<file path="src/rtl/dac_pseq_pkg.sv">
package dac_pseq_pkg;

    typedef enum logic [2:0] {
        PS_IDLE  = 3'd0,
        PS_WAIT  = 3'd1,
        PS_QUICK = 3'd2,
        PS_CLAMP = 3'd3,
        PS_RAMP  = 3'd4,
        PS_PLAY  = 3'd5,
        PS_DRAIN = 3'd6
    } pseq_state_e;

    function automatic int pseq_max(input int a, input int b);
        return (a > b) ? a : b;
    endfunction

endpackage

</file>
<file path="src/rtl/dac_pseq_span.sv">
module dac_pseq_span #(
    parameter int WAIT_BASE = 512,
    parameter int CNT_W     = 12
) (
    input  logic [1:0]       speed,
    output logic [CNT_W-1:0] span
);
    localparam logic [CNT_W-1:0] SPAN_X1 = CNT_W'(WAIT_BASE);
    localparam logic [CNT_W-1:0] SPAN_X2 = CNT_W'(2 * WAIT_BASE);
    localparam logic [CNT_W-1:0] SPAN_X4 = CNT_W'(4 * WAIT_BASE);

    // Encoding 2'b11 is folded into quad speed.
    always_comb begin
        case (speed)
            2'b00:   span = SPAN_X1;
            2'b01:   span = SPAN_X2;
            default: span = SPAN_X4;
        endcase
    end
endmodule

</file>
<file path="src/rtl/dac_pseq_decode.sv">
module dac_pseq_decode
    import dac_pseq_pkg::*;
(
    input  pseq_state_e st,
    input  logic        frame_tick,
    output logic        low_power,
    output logic        clamp_en,
    output logic        ramp_active,
    output logic        ramp_step,
    output logic        audio_en,
    output logic        sink_en
);
    always_comb begin
        low_power   = (st == PS_IDLE) || (st == PS_WAIT) || (st == PS_DRAIN);
        clamp_en    = (st == PS_CLAMP);
        ramp_active = (st == PS_RAMP);
        ramp_step   = (st == PS_RAMP) && frame_tick;
        audio_en    = (st == PS_PLAY);
        sink_en     = (st == PS_DRAIN);
    end
endmodule

</file>
<file path="src/rtl/dac_pwr_seq.sv">
module dac_pwr_seq
    import dac_pseq_pkg::*;
#(
    parameter int WAIT_BASE    = 512,
    parameter int MCLK_HZ      = 12_288_000,
    parameter int FAST_US      = 50,
    parameter int CLAMP_FRAMES = 1000,
    parameter int RAMP_FRAMES  = 10000,
    parameter int DISCH_FRAMES = 4096
) (
    input  logic       clk,
    input  logic       rst_n,
    input  logic       pd_bit,
    input  logic       mode_reg,
    input  logic [1:0] speed_sel,
    input  logic       pop_en,
    input  logic       frame_tick,
    output logic       low_power,
    output logic       clamp_en,
    output logic       ramp_active,
    output logic       ramp_step,
    output logic       audio_en,
    output logic       sink_en
);
    localparam longint FAST_L   = (longint'(MCLK_HZ) * longint'(FAST_US)) / 64'd1000000;
    localparam int     FAST_CYC = (FAST_L < 1) ? 1 : int'(FAST_L);
    localparam int     MAX_SPAN = pseq_max(pseq_max(4 * WAIT_BASE, FAST_CYC),
                                  pseq_max(pseq_max(CLAMP_FRAMES, RAMP_FRAMES), DISCH_FRAMES));
    localparam int     CNT_W    = $clog2(MAX_SPAN + 1);

    localparam logic [CNT_W-1:0] FAST_LAST  = CNT_W'(FAST_CYC - 1);
    localparam logic [CNT_W-1:0] CLAMP_LAST = CNT_W'(CLAMP_FRAMES - 1);
    localparam logic [CNT_W-1:0] RAMP_LAST  = CNT_W'(RAMP_FRAMES - 1);
    localparam logic [CNT_W-1:0] DISCH_LAST = CNT_W'(DISCH_FRAMES - 1);
    localparam logic [CNT_W-1:0] CNT_ONE    = CNT_W'(1);

    typedef struct packed {
        pseq_state_e      st;
        logic [CNT_W-1:0] cnt;
        logic [1:0]       spd;
    } ctl_t;

    ctl_t             cur_q;
    ctl_t             nxt_d;
    logic [CNT_W-1:0] span;
    logic             off_req;

    dac_pseq_span #(
        .WAIT_BASE(WAIT_BASE),
        .CNT_W    (CNT_W)
    ) u_span (
        .speed(cur_q.spd),
        .span (span)
    );

    always_comb begin
        off_req = !rst_n || (mode_reg && pd_bit);
        nxt_d   = cur_q;
        case (cur_q.st)
            PS_IDLE: begin
                nxt_d.cnt = '0;
                if (rst_n) begin
                    if (!mode_reg) begin
                        nxt_d.st  = PS_WAIT;
                        nxt_d.spd = speed_sel;
                    end else if (!pd_bit) begin
                        nxt_d.st = pop_en ? PS_CLAMP : PS_QUICK;
                    end
                end
            end
            PS_WAIT: begin
                if (!rst_n) begin
                    nxt_d.st  = PS_IDLE;
                    nxt_d.cnt = '0;
                end else if (frame_tick) begin
                    if (cur_q.cnt == span - CNT_ONE) begin
                        nxt_d.cnt = '0;
                        nxt_d.st  = pop_en ? PS_CLAMP : PS_QUICK;
                    end else begin
                        nxt_d.cnt = cur_q.cnt + CNT_ONE;
                    end
                end
            end
            PS_QUICK, PS_CLAMP, PS_RAMP, PS_PLAY: begin
                if (off_req) begin
                    nxt_d.st  = PS_DRAIN;
                    nxt_d.cnt = '0;
                end else if (cur_q.st == PS_QUICK) begin
                    if (cur_q.cnt == FAST_LAST) begin
                        nxt_d.st  = PS_PLAY;
                        nxt_d.cnt = '0;
                    end else begin
                        nxt_d.cnt = cur_q.cnt + CNT_ONE;
                    end
                end else if (cur_q.st == PS_CLAMP && frame_tick) begin
                    if (cur_q.cnt == CLAMP_LAST) begin
                        nxt_d.st  = PS_RAMP;
                        nxt_d.cnt = '0;
                    end else begin
                        nxt_d.cnt = cur_q.cnt + CNT_ONE;
                    end
                end else if (cur_q.st == PS_RAMP && frame_tick) begin
                    if (cur_q.cnt == RAMP_LAST) begin
                        nxt_d.st  = PS_PLAY;
                        nxt_d.cnt = '0;
                    end else begin
                        nxt_d.cnt = cur_q.cnt + CNT_ONE;
                    end
                end
            end
            PS_DRAIN: begin
                if (frame_tick) begin
                    if (cur_q.cnt == DISCH_LAST) begin
                        nxt_d.st  = PS_IDLE;
                        nxt_d.cnt = '0;
                    end else begin
                        nxt_d.cnt = cur_q.cnt + CNT_ONE;
                    end
                end
            end
            default: begin
                nxt_d.st  = PS_IDLE;
                nxt_d.cnt = '0;
                nxt_d.spd = 2'b00;
            end
        endcase
    end

    always_ff @(posedge clk) begin
        cur_q <= nxt_d;
    end

    dac_pseq_decode u_decode (
        .st         (cur_q.st),
        .frame_tick (frame_tick),
        .low_power  (low_power),
        .clamp_en   (clamp_en),
        .ramp_active(ramp_active),
        .ramp_step  (ramp_step),
        .audio_en   (audio_en),
        .sink_en    (sink_en)
    );

    AST_PD_STOPS_AUDIO: assert property (@(posedge clk) disable iff (!rst_n)
        (mode_reg && pd_bit && !low_power) |=> (sink_en && !audio_en && !clamp_en && !ramp_active))
        else $error("power-down bit did not start discharge");

    AST_PIN_KEEPS_AUDIO: assert property (@(posedge clk) disable iff (!rst_n)
        (!mode_reg && audio_en) |=> audio_en)
        else $error("audio dropped in pin mode");

    AST_CLAMP_FROM_LOW_POWER: assert property (@(posedge clk) disable iff (!rst_n)
        $rose(clamp_en) |-> $past(low_power))
        else $error("clamp entered from a powered state");

    AST_AUDIO_AFTER_SETTLE: assert property (@(posedge clk) disable iff (!rst_n)
        $rose(audio_en) |-> (!$past(low_power) && !$past(clamp_en)))
        else $error("audio enabled without settle interval");

    AST_RAMP_EXIT: assert property (@(posedge clk) disable iff (!rst_n)
        $fell(ramp_active) |-> (audio_en || sink_en))
        else $error("ramp left to an unexpected state");

    AST_SINK_ENDS_ON_TICK: assert property (@(posedge clk) disable iff (!rst_n)
        $fell(sink_en) |-> $past(frame_tick))
        else $error("discharge ended without a frame tick");

endmodule

</file>
<file path="config.mk">
export PLATFORM = sky130hd
export DESIGN_NAME = dac_pwr_seq
export DESIGN_NICKNAME = d
export VERILOG_FILES = /design/src/rtl/dac_pseq_pkg.sv /design/src/rtl/dac_pseq_span.sv /design/src/rtl/dac_pseq_decode.sv /design/src/rtl/dac_pwr_seq.sv
export SDC_FILE = /design/constraint.sdc
export NUM_CORES = 1
export LEC_CHECK = 0
export ABC_CLOCK_PERIOD_IN_PS = 2300
export BUFFER_PORTS_ARGS = -buffer_cell sky130_fd_sc_hd__buf_2
export CAP_MARGIN = 20
export CORE_ASPECT_RATIO = 1.5
export CORE_MARGIN = 2
export CORE_UTILIZATION = 52
export DETAILED_ROUTE_END_ITERATION = 7
export PLACE_DENSITY_LB_ADDON = 0.25
export SYNTH_ARGS = -nofsm -noshare
export SYNTH_HDL_FRONTEND = slang
export SYNTH_SLANG_ARGS = --single-unit
</file>
<file path="constraint.sdc">
create_clock -name clk -period 2.3 [get_ports clk]
set_input_delay 0.115 -clock clk [delete_from_list [all_inputs] [get_ports clk]]
set_output_delay 0.115 -clock clk [all_outputs]
set_load 0.01 [all_outputs]
</file>
# After elaboration in Yosys (flattened, before gate mapping)
# Cells that the tools add are included.
[totals]
ram_bits = 0
out_inout_bits = 6
mem_count = 0
word_cells = 69
in_bits = 8
latchBits = 0
mem_bits_ro = 0
ff_bits = 19
[classes]
bitwise = 1
shift = 0
muxes = 26
eq_ne = 23
reduce_logical = 14
div_mod_pow = 0
n_mul = 0
addsub = 2
magnitude_cmp = 0
[ops]
columns = ["cell", "count"]
rows = [
  ["two-way mux 17 bit", 7],
  ["two-way mux 14 bit", 5],
  ["case mux 17 bit (4 select lines)", 1],
  ["== test 14 x 10 -> 1 bit, second input constant", 2],
  ["two-way mux 3 bit", 8],
  ["case mux 12 bit (2 select lines)", 1],
  ["inequality test 5 bit, second input constant", 3],
  ["adder 14 x 1 -> 14 bit, second input constant", 1],
  ["== test 14 x 12 -> 1 bit, second input constant", 1],
  ["== test 14 bit", 1],
  ["== test 14 bit, second input constant", 1],
  ["subtractor 14 x 1 -> 14 bit, second input constant", 1],
  ["AND reduction 10 bit", 1],
  ["== test 3 bit, second input constant", 3],
  ["inequality test 3 bit, second input constant", 3],
  ["== test 3 x 2 -> 1 bit, second input constant", 2],
  ["inequality test 2 bit, second input constant", 3],
  ["AND reduction 3 bit", 2],
  ["OR reduction 6 bit", 1],
  ["two-way mux 2 bit", 2],
  ["inequality test 4 bit, second input constant", 1],
  ["case mux 2 bit (2 select lines)", 1],
  ["OR reduction 4 bit", 1],
  ["== test 3 x 1 -> 1 bit, second input constant", 1],
  ["9 further kinds", 13],
]

# Longest topological paths before layout
# Gate-level depths: netlist (run 1).
[depth]
depth_word = 8
depth_mapped = 8
depth_no_buf = 7

# Cells and area by module
# Synthesis (run 1) repeated with hierarchy kept, for this count alone.
[unflattened]
cells_unflattened = 223
hier_area_um2 = 1971.9
[modules_own_cells]
columns = ["mod", "seq_area_each_um2", "area_per_inst_um2", "n_inst", "cells_each"]
rows = [
  ["dac_pwr_seq", 570.5, 1821.7, 1, 200],
  ["dac_pseq_span", 0.0, 100.1, 1, 15],
  ["dac_pseq_decode", 0.0, 50.0, 1, 8],
]

# Worst setup path after synthesis (run 1)
# OpenSTA, ideal clock, no wires.
[synth_timing]
path_type = "reg-to-reg"
startpoint = "register cur_q[16] in the netlist's numbering"
endpoint = "register cur_q[16] in the netlist's numbering, enable pin"
t_required_ns = 2.047
stages_incl_launch_ff = 8
n_path_buf = 0
setup_slack_ns = -0.068
setup_ns = 0.253
arrival_time_ns = 2.115
period_less_slack_ns = 2.368
path_cell_list = "edfxtp_1 inv_1 ha_1 nor3_1 nor3_1 nand3b_1 a221o_1 and4_1"
[synth_between]
elab_chain_cells = 4
elab_cells_between_ends = 21
classes_between = "eq/ne: 16; reduce/logical: 5"
[synth_rtl]
columns = ["element", "line_no", "source"]
rows = [
  ["start, declared", "dac_pwr_seq.sv:43", "ctl_t cur_q;"],
  ["start signal, assigned", "dac_pwr_seq.sv:130", "cur_q <= nxt_d;"],
  ["== test 3 x 2 -> 1 bit, or another cell as far along", "dac_pwr_seq.sv:59, dac_pwr_seq.sv:95", ""],
  ["OR reduction 4 bit, or another cell as far along", "dac_pwr_seq.sv:59", "case (cur_q.st)"],
  ["inequality test 5 bit (no line) / inequality test 4 bit (equally long branches)", "-", ""],
  ["AND reduction 10 bit (no line) (*)", "-", ""],
]
# Every way passes the cells marked *; elsewhere a longest branch is shown, timed or not.
# A chain may end at the register's enable or synchronous reset.

# Final worst setup path (run 1)
[layout_timing]
startpoint = "register cur_q[0] in the netlist's numbering"
endpoint = "register cur_q[17] in the netlist's numbering, enable pin"
[layout_between]
elab_chain_cells = 6
elab_cells_between_ends = 7
classes_between = "add/sub: 1; eq/ne: 3; mux: 1; reduce/logical: 2"
[layout_rtl]
columns = ["element", "line_no", "source"]
rows = [
  ["== test 2 x 1 -> 1 bit / logical NOT 2 bit (equally long branches)", "dac_pseq_span.sv:14", "case (speed)"],
  ["case mux 12 bit (2 select lines) (*)", "dac_pseq_span.sv:14", ""],
  ["subtractor 14 x 1 -> 14 bit (*)", "dac_pwr_seq.sv:76", "if (cur_q.cnt == span - CNT_ONE) begin"],
  ["== test 14 bit (*)", "dac_pwr_seq.sv:76", ""],
  ["inequality test 3 bit (no line) (*)", "-", ""],
  ["AND reduction 10 bit (no line) (*)", "-", ""],
]
# Marked as above.

==> insert_results.sql, run 1 <==
INSERT INTO impl_metrics (metric_group, metric, value, unit) VALUES
('run_status', 'status', 'finished, final reports clean', ''),
('clock_network', 'cts_inserted_buffers', '3', ''),
('clock_network', 'cts.path.max_buffers', '2', ''),
('clock_network', 'worstSkewPairLatency', '0.31', 'ns'),
('layout', 'most-common-layout-cells', '19 x sky130_fd_sc_hd__edfxtp_1, 16 x sky130_fd_sc_hd__a21oi_1, 13 x sky130_fd_sc_hd__buf_2, 13 x sky130_fd_sc_hd__buf_4, 11 x sky130_fd_sc_hd__xnor2_1', ''),
('setup_path', 'worst_path_most_repeated_cell', 'sky130_fd_sc_hd__xnor2_1', ''),
('grt', 'groute.layer.met2.usage', '40.45', '%'),
('layout', 'fin_area', '0.001598', 'sq mm'),
('synth', 'yosys_most_used_dff', 'sky130_fd_sc_hd__edfxtp_1', ''),
('drt', 'dr_total_vias', '1110', ''),
('grt', 'grt_remaining_overflow', '0', ''),
('layout', 'antenna-diode-count', '0', ''),
('layout', 'area.growth.synth_to_final', '15.99', '%'),
('layout', 'largest_reg_flops', '19', ''),
('timing', 'worst-slew-pin-transition', '0.5035', 'ns'),
('synth', 'ys_types', '39', ''),
('synth', 'syn-num-nets', '148', ''),
('floorplan', 'die_w', '46.03', 'microns'),
('power_and_ir_drop', 'static_leakage_power', '0.6365', 'nW'),
('timing', 'clock_skew', '0.004051', 'ns'),
('setup_path', 'cp-start-kind', 'flip-flop', ''),
('synth', 'syn-mean-instance-area', '10.44', 'sq um'),
('worst_hold_path', 'class_of_the_tightest_hold_or_removal_check', 'input pin to flip-flop', ''),
('synth', 'ys.warnings.count', '0', ''),
('setup_path', 'worst_ep_arrival_time', '2.30', 'ns'),
('setup_path', 'timing.critical_path.to_type', 'flip-flop', ''),
('clock_network', 'cts_tree', 'built', ''),
('synth', 'syn_inst', '132', ''),
('timing', 'report.final.setup_viol', '0', ''),
('layout', 'layout_top_registers', 'cur_q x19', ''),
('place', 'dp_hpwl', '2348', 'microns'),
('drt', 'post_drt_via_cell_ratio', '6.099', ''),
('drt', 'postRouteAntennaNets', '0', ''),
('clock_network', 'clkSlewWorstSetupHoldPaths', '0.10', 'ns'),
('layout', 'n_fill_cell', '206', ''),
('place', 'portBuffers', '13', ''),
('place', 'detailed_place.area', '0.001536', 'sq mm'),
('synth', 'synth_seq_area_share', '41.42', '%'),
('synth', 'number_of_synthesized_register_bits', '19', ''),
('layout', 'multi_input_comb_area', '789.5', 'sq um'),
('layout', 'nNetsFinal', '175', ''),
('grt', 'grt_pass1_wl', '4961', 'microns'),
('layout', 'layout.area.seq', '570.5', 'sq um'),
('synth', 'synth_top_area_cell', 'sky130_fd_sc_hd__edfxtp_1', ''),
('timing', 'crit_path_time_final', '2.259', 'ns'),
('power_and_ir_drop', 'ir_worst_vdd', '656.7', 'uV'),
('grt', 'global_route.peak_usage_layer', 'met2', ''),
('clock_network', 'cts_max_level', '1', ''),
('place', 'gp_routability_congestion', '0.9162', ''),
('layout', 'top_register', 'cur_q', ''),
('synth', 'postSynth.asyncResetShare', '0', '%'),
('timing', 'timing_max_transition_violations_final', '0', ''),
('timing', 'layout_worst_path_cycle_share', '98.20', '%'),
('layout', 'most_frequent_standard_cell_in_the_layout_excluding_fill_and_tap_cells', 'sky130_fd_sc_hd__edfxtp_1', ''),
('floorplan', 'die_h', '67.04', 'microns'),
('clock_network', 'clock_root_cell', 'sky130_fd_sc_hd__clkbuf_4', ''),
('synth', 'synth_top_cell_area_share', '41.42', '%'),
('drt', 'avgRoutedWirePerCell', '16.45', 'microns'),
('timing', 'hold_violations', '0', ''),
('setup_path', 'critPathMaxFanout', '3', ''),
('setup_path', 'criticalPathCategory', 'flip-flop to flip-flop', ''),
('setup_path', 'critPathMaxStageDelay', '0.40', 'ns'),
('synth', 'synth_enable_flop_cells', '19', ''),
('grt', 'grt_max_degree', '11', ''),
('grt', 'number_of_antenna_violations_at_the_first_check_in_global_routing', '0', ''),
('timing', 'clock.fmax', '442.7', 'MHz'),
('timing', 'unrepaired_setup_endpoints_after_global_routing', 'yes', ''),
('clock_network', 'numClockSinks', '19', ''),
('drt', 'dr.first_iter.drc_count', '24', ''),
('grt', 'first_global_vias', '1101', ''),
('timing', 'maxSlewHeadroom', '66.23', '%');
[metrics by stage]
stage | hold WS (ns) | instances | TNS, ns | worst slack (ns) | utilization [%]
after detailed placement | 0.4062 | 176 | -0.07137 | -0.02381 | 62.02
after CTS | 0.09397 | 181 | 0 | 0.02949 | 63.38
after global placement | 0.4086 | 176 | 0 | 0.01558 | 62.02
after floorplan | 0.3132 | 132 | 0 | 0.001972 | -
final | 0.09053 | 182 | 0 | 0.04137 | 64.49
after global routing | 0.1211 | 182 | -0.6536 | -0.05892 | 64.49
[power by group]
group / switching (mW) / internal [mW] / total (mW)
logic: 0.622 / 0.558 / 1.18
clock network: 0.105 / 0.0679 / 0.173
registers: 0.153 / 0.628 / 0.781
total: 0.880 / 1.25 / 2.13
[repair_timing]
action | in CTS | in global routing
buffers inserted | 1 | 1
pin swaps | 2 | 1
hold buffers | 0 | 0
endpoints found under the setup margin | 5 | 31
resized for setup | 0 | 3
[worst paths after layout]
| kind | depth (start not counted) | start | slack, ns | endpoint |
|---|---|---|---|---|
| min | 2 | speed_sel[1] | 0.09 | cur_q[1] |
| max reg2reg | 7 | cur_q[0] | 0.04 | cur_q[17] |
| min reg2reg | 1 | cur_q[2] | 0.63 | cur_q[2] |
| max | 7 | cur_q[0] | 0.04 | cur_q[17] |
[cells by family after synthesis]
family          after synthesis  synth area share (%)
fa+ha+maj                     8                 7.266
compound gates               29                 14.35
flops                        19                 41.42
buf+inv                       9                 3.451
simple gates                 51                 23.34
xor+xnor                     16                 10.17
[layer usage]
layer | part of all wire [%] | vias to the layer above | wire length [microns]
met1 | 41 | 534 | 1237
li1 | - | 547 | -
met5 | 0 | - | 0
met4 | 1.7 | 0 | 52
met3 | 2.1 | 5 | 64
met2 | 55 | 24 | 1638
[final cells by class]
class                   count  share of cell area (%)
multi-input cells         104                   49.41
flip-flops and latches     19                   35.71
repair buffers             26                   10.18
well taps                  24                   1.879
clock buffers               4                   1.644
inverters                   5                   1.175
[cell usage after synthesis (3+ instances only)]
library cell	number
sky130_fd_sc_hd__and4_1	3
sky130_fd_sc_hd__nand4_1	3
sky130_fd_sc_hd__a21oi_1	16
sky130_fd_sc_hd__ha_1	8
sky130_fd_sc_hd__inv_1	5
sky130_fd_sc_hd__xor2_1	5
sky130_fd_sc_hd__nor2b_1	3
sky130_fd_sc_hd__and2_1	6
sky130_fd_sc_hd__edfxtp_1	19
sky130_fd_sc_hd__nand2_1	5
sky130_fd_sc_hd__nor3_1	5
sky130_fd_sc_hd__xnor2_1	11
sky130_fd_sc_hd__and3_1	8
sky130_fd_sc_hd__nor2_1	3
[critical path, delay by kind of cell, from the launching register on]
kind / cells / cell delay (ns)
AND/OR/NAND/NOR: 2 / 0.56
AO/OA/AOI/OAI: 2 / 0.59
XOR/XNOR: 2 / 0.27
flip-flops: 1 / 0.40
adder cells (fa/ha/maj): 1 / 0.19
(Power assumes the default switching activity.)
==> inputs of run 2 (changes only) <==
Settings changed: CORE_MARGIN 2 to not set.
==> insert_results.sql, run 2 (synthesis gave the netlist of run 1 again) <==
INSERT INTO impl_metrics (metric_group, metric, value, unit) VALUES
('drt', 'dr.first_iter.drc_count', '37', ''),
('clock_network', 'numClockSinks', '19', ''),
('layout', 'most_frequent_standard_cell_in_the_layout_excluding_fill_and_tap_cells', 'sky130_fd_sc_hd__edfxtp_1', ''),
('layout', 'layout_top_registers', 'cur_q x19', ''),
('floorplan', 'die_h', '65.04', 'microns'),
('drt', 'postRouteAntennaNets', '0', ''),
('timing', 'report.final.setup_viol', '0', ''),
('layout', 'fin_area', '0.001600', 'sq mm'),
('power_and_ir_drop', 'power_density_relative_to_cell_area', '1329', 'mW/mm^2'),
('timing', 'maxSlewHeadroom', '70.43', '%'),
('worst_hold_path', 'hold_path.startpoint', 'speed_sel[1]', ''),
('clock_network', 'cts_inserted_buffers', '3', ''),
('setup_path', 'criticalPathCategory', 'flip-flop to flip-flop', ''),
('setup_path', 'cp-start-kind', 'flip-flop', ''),
('setup_path', 'rr_endpoint', 'cur_q[17]', ''),
('place', 'detailed_place.area', '0.001536', 'sq mm'),
('floorplan', 'die_area', '0.002863', 'sq mm'),
('floorplan', 'top_level_ports', '14', ''),
('clock_network', 'cts_tree', 'built', ''),
('clock_network', 'clkSlewWorstSetupHoldPaths', '0.10', 'ns'),
('worst_hold_path', 'timing.hold.worst_endpoint', 'cur_q[1]', ''),
('drt', 'number_of_search_and_repair_iterations_in_the_first_detailed_routing_pass', '6', ''),
('grt', 'grt_remaining_overflow', '0', ''),
('clock_network', 'cts.path.max_buffers', '2', ''),
('setup_path', 'r2r_setup_slack', '0.04', 'ns'),
('drt', 'avgRoutedWirePerCell', '16.10', 'microns'),
('place', 'portBuffers', '13', ''),
('floorplan', 'die_w', '44.03', 'microns'),
('power_and_ir_drop', 'static_leakage_power', '0.6391', 'nW'),
('worst_hold_path', 'class_of_the_tightest_hold_or_removal_check', 'input pin to flip-flop', ''),
('clock_network', 'worstSkewPairLatency', '0.30', 'ns'),
('setup_path', 'r2r_cells', '7', ''),
('place', 'dp_hpwl', '2274', 'microns'),
('drt', 'finalWirelength', '2931', 'microns'),
('layout', 'nNetsFinal', '175', ''),
('layout', 'top_register', 'cur_q', ''),
('layout', 'most-common-layout-cells', '19 x sky130_fd_sc_hd__edfxtp_1, 16 x sky130_fd_sc_hd__a21oi_1, 13 x sky130_fd_sc_hd__buf_2, 13 x sky130_fd_sc_hd__buf_4, 10 x sky130_fd_sc_hd__xnor2_1', ''),
('timing', 'minimum_setup_slack_in_the_final_design', '0.04171', 'ns'),
('timing', 'clock_skew', '0.002717', 'ns'),
('layout', 'final_util', '64.60', '%'),
('power_and_ir_drop', 'ir_worst_vdd', '697.8', 'uV'),
('timing', 'layout_worst_path_cycle_share', '98.19', '%'),
('clock_network', 'cts_max_level', '1', ''),
('layout', 'area.growth.synth_to_final', '16.17', '%'),
('layout', 'share_of_post_route_cells_with_drive_strength_above_1', '25.95', '%'),
('drt', 'residual_drc', '0', ''),
('floorplan', 'fp-row-count', '22', ''),
('clock_network', 'cts_hold_buffers', '0', ''),
('grt', 'first_global_vias', '1055', ''),
('drt', 'dr_total_vias', '1134', ''),
('timing', 'hold_violations', '0', ''),
('grt', 'grt_max_degree', '11', ''),
('setup_path', 'critPathMaxFanout', '3', ''),
('timing', 'worst-slew-pin-transition', '0.4409', 'ns'),
('run_status', 'status', 'finished, final reports clean', ''),
('layout', 'largest_reg_flops', '19', ''),
('flow_run', 'cap_violations', '0', ''),
('grt', 'number_of_antenna_violations_at_the_first_check_in_global_routing', '0', ''),
('floorplan', 'start_util', '55.61', '%'),
('setup_path', 'timing.critical_path.to_type', 'flip-flop', ''),
('place', 'gp_routability_congestion', '0.9674', ''),
('setup_path', 'worst_ep_arrival_time', '2.29', 'ns'),
('place', 'pre_cts_slack', '-0.001327', 'ns'),
('worst_hold_path', 'whs_path_depth', '2', ''),
('timing', 'timing_max_transition_violations_final', '0', ''),
('grt', 'grt.total_usage', '22.72', '%'),
('timing', 'crit_path_time_final', '2.258', 'ns'),
('setup_path', 'worstPathRequired', '2.33', 'ns'),
('floorplan', 'placeableCoreArea', '0.002477', 'sq mm'),
('clock_network', 'clock_root_cell', 'sky130_fd_sc_hd__clkbuf_4', ''),
('drt', 'post_drt_via_cell_ratio', '6.231', ''),
('timing', 'clock.fmax', '442.8', 'MHz'),
('power_and_ir_drop', 'overall_power_of_the_completed_layout', '2.127', 'mW'),
('grt', 'grt_pass1_wl', '4802', 'microns'),
('timing', 'holdWs', '0.1046', 'ns'),
('setup_path', 'crit-reg2reg-launch', 'cur_q[0]', ''),
('layout', 'antenna-diode-count', '0', ''),
('timing', 'unrepaired_setup_endpoints_after_global_routing', 'yes', '');
==> run 2: cell count changes in the layout (fill, tap and decap cells not counted) <==
| cell | previous run | this run |
|---|---|---|
| sky130_fd_sc_hd__nor3b_1 | 1 | 2 |
| sky130_fd_sc_hd__nor3b_2 | 1 | 0 |
| sky130_fd_sc_hd__xnor2_1 | 11 | 10 |
| sky130_fd_sc_hd__xnor2_2 | 0 | 1 |
==> run 2: cell type report <==
| cell class | instances | area (sq um) |
|---|---|---|
| Timing Repair Buffer | 26 | 162.7 |
| Inverter | 5 | 18.77 |
| Tap cell | 24 | 30.03 |
| Clock buffer | 4 | 26.28 |
| Multi-Input combinational cell | 104 | 792.0 |
| Sequential cell | 19 | 570.5 |
| Fill cell | 198 | 877.1 |
==> run 2: how the worst max path moves through the flow <==
stage / from / end / slack [ns] / depth (start not counted)
CTS: cur_q[0] / cur_q[17] / 0.02 / 7
finish: cur_q[0] / cur_q[17] / 0.04 / 7
global placement: cur_q[0] / cur_q[17] / 0.02 / 7
global route: cur_q[0] / cur_q[17] / -0.03 / 7
floorplan: cur_q[16] / cur_q[16] / 0.002 / 7
detailed placement: cur_q[0] / cur_q[17] / -0.001 / 7
==> run 2: power by group <==
part           switching (mW)  internal (mW)
combinational           0.610          0.566
clock                  0.0996         0.0678
sequential              0.156          0.628
total                   0.865           1.26
==> run 2: metal layers <==
layer / GRT usage (%) / part of all wire, % / vias up
met1: 26.21 / 40 / 538
met3: 1.671 / 3.8 / 9
met2: 40.81 / 54 / 40
met4: 10.61 / 2.4 / 0
met5: 0 / 0 / -
li1: - / - / 547
==> run 2: what timing repair did <==
item,in CTS,in global routing
endpoints found under the setup margin,3,13
gates resized for setup,2,1
pin swaps,1,3
endpoints found under the hold margin,0,0
buffers inserted,1,1
==> run 2: worst max-delay path, stage by stage, from the launching register on <==
cell and delay (ns):
sky130_fd_sc_hd__edfxtp_1 0.41, sky130_fd_sc_hd__or2_4 0.27, sky130_fd_sc_hd__ha_4 0.26, sky130_fd_sc_hd__xor2_1 0.13, sky130_fd_sc_hd__nand2_1 0.06, sky130_fd_sc_hd__o41a_1 0.41, sky130_fd_sc_hd__a31oi_4 0.19, sky130_fd_sc_hd__and4_4 0.26
==> run 2: per-stage QoR <==
stage / std cells / setup TNS [ns]
final: 182 / 0
after CTS: 181 / 0
after global placement: 176 / 0
after global routing: 182 / -0.2635
after detailed placement: 176 / -0.003928
after floorplan: 132 / 0
